$ cat src/rtl/rtsfc_pkg.sv
package rtsfc_pkg;
  localparam int CMD_W = 4;
  localparam logic [CMD_W-1:0] CMD_RTS_ON  = 4'h8;
  localparam logic [CMD_W-1:0] CMD_RTS_OFF = 4'h9;

  localparam int SEL_W = 3;
  typedef enum logic [SEL_W-1:0] {
    PIN_RTS  = 3'b000,
    PIN_FULL = 3'b111
  } pin_fn_e;
endpackage

$ cat src/rtl/rtsfc_sync.sv
module rtsfc_sync #(
  parameter int STAGES = 2
) (
  input  logic clk,
  input  logic rst_n,
  input  logic d,
  output logic q
);
  logic [STAGES-1:0] chain;

  genvar g;
  generate
    for (g = 0; g < STAGES; g++) begin : g_stage
      if (g == 0) begin : g_first
        always_ff @(posedge clk or negedge rst_n)
          if (!rst_n) chain[0] <= 1'b0;
          else        chain[0] <= d;
      end else begin : g_next
        always_ff @(posedge clk or negedge rst_n)
          if (!rst_n) chain[g] <= 1'b0;
          else        chain[g] <= chain[g-1];
      end
    end
  endgenerate

  assign q = chain[STAGES-1];
endmodule

$ cat src/rtl/rtsfc_level.sv
module rtsfc_level
  import rtsfc_pkg::*;
(
  input  logic             clk,
  input  logic             rst_n,
  input  logic             rx_auto_rts_en,
  input  logic             tx_auto_rts_en,
  input  logic             cmd_valid,
  input  logic [CMD_W-1:0] cmd_code,
  input  logic             rx_fifo_full,
  input  logic             tx_load,
  input  logic             tx_empty,
  output logic             rts_n,
  output logic             rx_enable
);
  logic manual;
  logic cmd_on, cmd_off;
  logic man_on_q, off_pend_q;
  logic tx_act_q, auto_on_q;
  logic tx_req, rx_req;

  assign manual  = !rx_auto_rts_en && !tx_auto_rts_en;
  assign cmd_on  = cmd_valid && (cmd_code == CMD_RTS_ON);
  assign cmd_off = cmd_valid && (cmd_code == CMD_RTS_OFF);

  // Commanded level; a negate waits for the transmitter to drain.
  always_ff @(posedge clk or negedge rst_n) begin
    if (!rst_n) begin
      man_on_q   <= 1'b0;
      off_pend_q <= 1'b0;
    end else if (cmd_on) begin
      man_on_q   <= 1'b1;
      off_pend_q <= 1'b0;
    end else if (cmd_off) begin
      if (tx_empty) begin
        man_on_q   <= 1'b0;
        off_pend_q <= 1'b0;
      end else begin
        off_pend_q <= 1'b1;
      end
    end else if (off_pend_q && tx_empty) begin
      man_on_q   <= 1'b0;
      off_pend_q <= 1'b0;
    end
  end

  // Transmit activity: set on load, cleared once the transmitter is empty.
  always_ff @(posedge clk or negedge rst_n) begin
    if (!rst_n)        tx_act_q <= 1'b0;
    else if (tx_load)  tx_act_q <= 1'b1;
    else if (tx_empty) tx_act_q <= 1'b0;
  end

  assign tx_req = !tx_auto_rts_en || tx_load || (tx_act_q && !tx_empty);
  assign rx_req = !rx_auto_rts_en || !rx_fifo_full;

  always_ff @(posedge clk or negedge rst_n) begin
    if (!rst_n) auto_on_q <= 1'b0;
    else        auto_on_q <= tx_req && rx_req;
  end

  assign rts_n     = manual ? !man_on_q : !auto_on_q;
  assign rx_enable = !(manual && man_on_q);
endmodule

$ cat src/rtl/rtsfc_pin_mux.sv
module rtsfc_pin_mux
  import rtsfc_pkg::*;
(
  input  logic [SEL_W-1:0] pin_sel,
  input  logic             rts_n,
  input  logic             rx_fifo_full,
  output logic             mpo_n
);
  always_comb begin
    case (pin_sel)
      PIN_RTS:  mpo_n = rts_n;
      PIN_FULL: mpo_n = !rx_fifo_full;
      default:  mpo_n = 1'b1;
    endcase
  end
endmodule

$ cat src/rtl/rts_flow_ctrl.sv
module rts_flow_ctrl
  import rtsfc_pkg::*;
#(
  parameter int CTS_STAGES = 2
) (
  input  logic             clk,
  input  logic             rst_n,
  input  logic             rx_auto_rts_en,
  input  logic             tx_auto_rts_en,
  input  logic             tx_wait_cts_en,
  input  logic             cmd_valid,
  input  logic [CMD_W-1:0] cmd_code,
  input  logic             rx_fifo_full,
  input  logic             tx_load,
  input  logic             tx_empty,
  input  logic             cts_n,
  input  logic [SEL_W-1:0] pin_sel,
  output logic             rts_n,
  output logic             mpo_n,
  output logic             tx_permit,
  output logic             rx_enable
);
  logic cts_seen;

  rtsfc_sync #(.STAGES(CTS_STAGES)) u_cts_sync (
    .clk   (clk),
    .rst_n (rst_n),
    .d     (!cts_n),
    .q     (cts_seen)
  );

  assign tx_permit = !tx_wait_cts_en || cts_seen;

  rtsfc_level u_level (
    .clk            (clk),
    .rst_n          (rst_n),
    .rx_auto_rts_en (rx_auto_rts_en),
    .tx_auto_rts_en (tx_auto_rts_en),
    .cmd_valid      (cmd_valid),
    .cmd_code       (cmd_code),
    .rx_fifo_full   (rx_fifo_full),
    .tx_load        (tx_load),
    .tx_empty       (tx_empty),
    .rts_n          (rts_n),
    .rx_enable      (rx_enable)
  );

  rtsfc_pin_mux u_pin (
    .pin_sel      (pin_sel),
    .rts_n        (rts_n),
    .rx_fifo_full (rx_fifo_full),
    .mpo_n        (mpo_n)
  );
endmodule

$ cat config.mk
export PLATFORM = sky130hd
export DESIGN_NAME = rts_flow_ctrl
export DESIGN_NICKNAME = d
export VERILOG_FILES = /design/src/rtl/rtsfc_pkg.sv /design/src/rtl/rtsfc_sync.sv /design/src/rtl/rtsfc_level.sv /design/src/rtl/rtsfc_pin_mux.sv /design/src/rtl/rts_flow_ctrl.sv
export SDC_FILE = /design/constraint.sdc
export NUM_CORES = 1
export LEC_CHECK = 0
export BUFFER_PORTS_ARGS = -buffer_cell sky130_fd_sc_hd__clkbuf_2
export CORE_AREA = 2 2 39 41
export CTS_BUF_LIST = sky130_fd_sc_hd__clkbuf_2 sky130_fd_sc_hd__clkbuf_4 sky130_fd_sc_hd__clkbuf_8
export DETAILED_ROUTE_END_ITERATION = 16
export DIE_AREA = 0 0 41 43
export GPL_ROUTABILITY_DRIVEN = 0
export GPL_TIMING_DRIVEN = 0
export HOLD_SLACK_MARGIN = 0.15
export PLACE_DENSITY = 0.47
export SETUP_SLACK_MARGIN = 0.2
export SYNTH_ARGS = -nofsm -noshare
export SYNTH_HDL_FRONTEND = slang
export SYNTH_SLANG_ARGS = --single-unit
$ cat constraint.sdc
create_clock -name clk -period 1.2 [get_ports clk]
set_clock_uncertainty 0.15 [all_clocks]
set_input_delay 0.18 -clock clk [delete_from_list [all_inputs] [get_ports clk]]
set_output_delay 0.18 -clock clk [all_outputs]
set_load 0.01 [all_outputs]
==> reports/qor.txt, run 1 <==
P_leak: 0.246 nW
internal power: 0.413 mW
Mapped Cells: 23
CTS tree: yes
global route overflow: 0
area share of the largest cell type after synthesis: 0.574
Sw Share: 0.237
Tightest Pin Transition: 0.170 ns
cts bufs inserted: 3
failing checks: hold timing, setup timing
Worst EP arrival: 1.14 ns
Worst R2R Start: u_level.man_on_q$_DFFE_PN0P_
crit-path max FO: 2
Initial DRC Count: 2
Die Ht: 43 um
placed cells: 59
share of layout cells above drive strength 1: 0.547
final count of hold timing violations: 1
Layout Nets: 72
final wirelength: 608 um
Gate power share: 0.234
initial antenna violation count: 0
min Tclk post-route: 1.47 ns
vias in the first global route: 263
register area share after synthesis: 0.574
worst setup path start: u_level.man_on_q$_DFFE_PN0P_
Cell Area, Synth: 262 um^2
Clock Power Share: 0.343
Startpoint Class: flip-flop
placed standard-cell area: 385 um^2
Post-synth EDFFs: 0
Pre-Repair DR Iteration Count: 2
fin crit share: 1.22
DR WL/cell: 8.81 um
Crit Path Class: reg -> out
Slew Limit Headroom: 0.884
Core ar.: 1380 um^2
ANT nets after route: 0
library cells used by synthesis: 14
clk slew on worst S/H paths: 0.05 ns
CTS HTree Levels: 1
sequential power share: 0.422
PD cells: 1130 nW/um^2
RSZ-0062 raised after global routing: yes
asr flop ratio synth: 1.00
final setup violating endpoints: 3
Clock Path Buffers: 2
Die W: 41 um
largest net degree at the start of global routing: 7
Setup TNS Final: -0.524 ns
first-pass GRT wire length: 890 um
cell with the most instances after synthesis: dfrtp_1
port bufs: 20
via count: 284
max_cap viols: 0
area of the multi-input gates: 104 um^2
Max rail drop VDD: 0.402 mV
element type at the critical path end: primary output
die area: 1760 um^2
Syn Nets: 40
cell taking the most area after synthesis: dfrtp_1
GRT Util Overall: 0.0811
Avg Cell Area, Syn: 11.4 um^2
Final Power: 0.541 mW
worst min path class: in -> reg
Top Ports: 21
# DRC: 0
synth top area cells: dfrtp_1 57%, mux2i_1 7.7%, inv_1 5.7%, and4bb_2 4.8%, o41a_1 4.3%
Req. time, crit path: 0.87 ns
run status: finished with violations
Slew Viols, Final: 0
final core utilization: 0.347
root buf cell: clkbuf_4
Final Cell Area: 480 um^2
layout filler cell count: 151
Layout area overhead: 83.7%
Psw: 0.128 mW
Core Rows: 14
commonest cells in the netlist: 6 x dfrtp_1, 4 x inv_1, 2 x mux2i_1
clock sink count: 6
post-DP HPWL: 445 um
YS warnings: 0
vias per cell: 4.12
Reg area: 150 um^2
fin cells: 69
hold slack: -0.0219 ns
ys flop type: dfrtp_1
r2r setup slk: 0.13 ns
Place WS: -0.0861 ns
Diodes inserted: 0
Clock Latency Late Sink: 0.24 ns
synthesis-stage register bit count: 6
Fmax achieved: 681 MHz
Hold Startpoint: tx_load
Starting Density: 0.189
Final WS setup: -0.268 ns
==> final timing paths <==
check	end	cells past startpoint
worst max-delay path	mpo_n	3
worst min-delay path	u_level.tx_act_q$_DFFE_PN0P_	3
worst max register to register	u_level.man_on_q$_DFFE_PN0P_	3
worst min register to register	u_cts_sync.q$_DFF_PN0_	0
max in group asynchronous	u_level.off_pend_q$_DFFE_PN0P_	2
min in group asynchronous	u_level.man_on_q$_DFFE_PN0P_	2
==> flip-flops by register name (all words and copies together) (netlist names) <==
register            cells
u_level.off_pend_q      1
u_cts_sync.chain        1
u_level.man_on_q        1
u_level.tx_act_q        1
u_cts_sync.q            1
u_level.auto_on_q       1
==> kinds of logic (layout without fill, tap and decap cells) <==
family,count (synthesis),in the layout,synth area share
multiplexers,2,2,0.0766
AO/OA/AOI/OAI,5,5,0.144
buffers and inverters,4,34,0.0574
AND/OR/NAND/NOR,6,6,0.148
flip-flops,6,6,0.574
==> cells in the final DEF (no fill, tap or decap) <==
cell type and instances:
buf_6 1, dlygate4sd3_1 5, a22oi_1 1, buf_2 2, mux2i_2 1, clkbuf_4 3
o41a_1 1, a22o_1 1, inv_1 4, nor2_1 1, nand2_1 1, o21ai_0 1
and4bb_2 1, buf_4 1, clkbuf_2 18, mux2i_1 1, nor2_2 1, a21oi_2 1
nand2b_1 1, nand4_1 1, dfrtp_1 6
==> final cells by class <==
class / count / share of cell area
well taps: 16 / 0.0417
inverters: 4 / 0.0312
repair buffers: 27 / 0.352
clock buffers: 3 / 0.0469
multi-input cells: 13 / 0.216
flip-flops and latches: 6 / 0.312
==> worst max-delay path: stages, from the launching register on <==
cell and delay [ns]:
dfrtp_1 0.36, mux2i_2 0.08, o41a_1 0.32, clkbuf_2 0.14
==> layer usage <==
metal	routed length (um)	share of wire	track usage
met3	43	0.071	0.0314
met4	6	0.0099	0.0800
met1	223	0.37	0.0598
met5	0	0	0
met2	335	0.55	0.138
==> power groups by stage <==
stage / Clock (mW) / Combinational, mW / Sequential [mW]
after CTS: 0.192 / 0.112 / 0.228
after global placement: 0 / 0.0817 / 0.232
after global routing: 0.208 / 0.142 / 0.230
after detailed placement: 0 / 0.0826 / 0.233
after floorplan: 0 / 0.0366 / 0.231
final: 0.186 / 0.127 / 0.228
==> timing repair <==
item,CTS,global route
gates resized for setup,0,4
endpoints found under the setup margin,4,8
setup buffers,1,1
endpoints found under the hold margin,11,4
pin swaps,0,1
hold buffers,6,1
Power figures use the tool's default switching activity.
==> run 2, diff against run 1 <==
clock period = 1.91 ns   (was 1.2 ns; I/O delays follow)
==> run 2 against run 1 <==
  * The run now ends clean
  * Design area down 1.3%
  * Largest cell class unchanged
  * Cell count is the same
  * Critical path type unchanged
  * First-iteration DRC count is 100% lower
  * Worst hold slack gained 0.20 ns
  * Wire length decreased by 3.5%
  * Highest routed layer is now met3
  * Global-route usage is essentially flat
  * Non-clock buffer count unchanged
==> reports/qor.txt, run 2 (same netlist as run 1, synthesis figures left out) <==
initial antenna violation count: 0
global route overflow: 0
layout filler cell count: 147
Pre-Repair DR Iteration Count: 1
Startpoint Class: flip-flop
Core ar.: 1380 um^2
Clock Path Buffers: 2
DR WL/cell: 8.51 um
Psw: 0.0696 mW
PD cells: 664 nW/um^2
Setup TNS Final: 0 ns
vias per cell: 4.01
min Tclk post-route: 1.58 ns
r2r setup slk: 0.97 ns
Crit Path Class: reg -> out
Clock Latency Late Sink: 0.24 ns
CTS HTree Levels: 1
CP Cell Sequence: mux2i_1 -> o41a_1 -> clkbuf_2
Gate power share: 0.191
area of the multi-input gates: 96.3 um^2
P_leak: 0.243 nW
element type at the critical path end: primary output
Final WS setup: 0.327 ns
Fmax achieved: 632 MHz
RSZ-0062 raised after global routing: no
Layout area overhead: 81.3%
Die Ht: 43 um
Die W: 41 um
final count of hold timing violations: 0
share of layout cells above drive strength 1: 0.472
run status: complete, no violations
Tightest Pin Transition: 0.192 ns
Clock Power Share: 0.352
clock sink count: 6
Crit path largest cell delay: 0.37 ns
largest net degree at the start of global routing: 7
fin cells: 69
Reg area: 150 um^2
Diodes inserted: 0
final core utilization: 0.343
FF-to-FF path depth: 2
fin crit share: 0.829
first-pass GRT wire length: 917 um
worst setup path start: u_level.man_on_q$_DFFE_PN0P_
Worst EP arrival: 1.15 ns
R2R Path End: u_level.auto_on_q$_DFF_PN0_
clk slew on worst S/H paths: 0.04 ns
placed cells: 59
most common cell after layout, fill and taps aside: clkbuf_2
Layout Nets: 72
crit path capture: mpo_n
GRT Util Overall: 0.0809
CP max-delay cell: dfrtp_1
Starting Density: 0.189
# DRC: 0
die area: 1760 um^2
Top Ports: 21
Slew Viols, Final: 0
Final Power: 0.315 mW
Initial DRC Count: 0
CTS tree: yes
final setup violating endpoints: 0
worst min path class: in -> reg
Place WS: 0.394 ns
Slew Limit Headroom: 0.869
max_cap viols: 0
crit-path max FO: 3
commonest cells after routing, fill and taps aside: 20 x clkbuf_2, 7 x dlygate4sd3_1, 6 x dfrtp_1, 4 x inv_1, 3 x clkbuf_4
port bufs: 20
final wirelength: 587 um
Max rail drop VDD: 0.280 mV
ANT nets after route: 0
Req. time, crit path: 1.47 ns
via count: 277
vias in the first global route: 245
placed standard-cell area: 382 um^2
cts bufs inserted: 3
sequential power share: 0.457
Core Rows: 14
Sw Share: 0.221
Final Cell Area: 474 um^2
root buf cell: clkbuf_4
hold slack: 0.179 ns
Worst R2R Start: u_level.tx_act_q$_DFFE_PN0P_
internal power: 0.245 mW
[run 2: cell types whose count changed in the layout (fill, tap and decap cells not counted), sizes merged]
cell | before | now
buf | 4 | 0
clkbuf | 21 | 23
dlygate4sd3 | 5 | 7
[run 2: power by group through the flow]
stage	Clock, mW	Sequential (mW)	Combinational [mW]
final	0.111	0.144	0.0601
after global routing	0.128	0.145	0.0666
after CTS	0.117	0.144	0.0610
after detailed placement	0	0.146	0.0495
after global placement	0	0.146	0.0495
after floorplan	0	0.144	0.0213
[run 2: layer usage]
layer | routed length (um) | global-route usage | vias up
met5 | 0 | 0 | -
met4 | 0 | 0.0400 | 0
met3 | 40 | 0.0471 | 0
met2 | 341 | 0.131 | 6
met1 | 204 | 0.0757 | 127
li1 | - | - | 144
[run 2: worst min-delay path by stage]
stage                     cells after the start         from                             end  slack, ns
after floorplan                               0        rst_n   u_cts_sync.chain[0]$_DFF_PN0_      -0.16
after global placement                        1        rst_n          u_cts_sync.q$_DFF_PN0_      -0.03
after detailed placement                      1        rst_n     u_level.auto_on_q$_DFF_PN0_      -0.03
after CTS                                     3  cmd_code[0]  u_level.off_pend_q$_DFFE_PN0P_       0.18
after global routing                          3  cmd_code[0]    u_level.man_on_q$_DFFE_PN0P_       0.20
final                                         3  cmd_code[0]  u_level.off_pend_q$_DFFE_PN0P_       0.18
[run 2: area by class of cell]
class	count	share of cell area
Timing Repair Buffer	27	0.359
Clock buffer	3	0.0475
Tap cell	16	0.0422
Sequential cell	6	0.317
Multi-Input combinational cell	13	0.203
Inverter	4	0.0317
[run 2: repair_timing]
action / 4_1_cts / 5_1_grt
endpoints found under the setup margin: 0 / 0
endpoints found under the hold margin: 10 / 0
setup buffers: 0 / 0
resized for setup: 0 / 0
hold buffers: 7 / 0
[run 2: critical path: cells and delay by family (launching register included)]
family,cells,cell delay [ns]
AO/OA/AOI/OAI,1,0.31
buffers and inverters,1,0.13
multiplexers,1,0.10
flip-flops,1,0.37
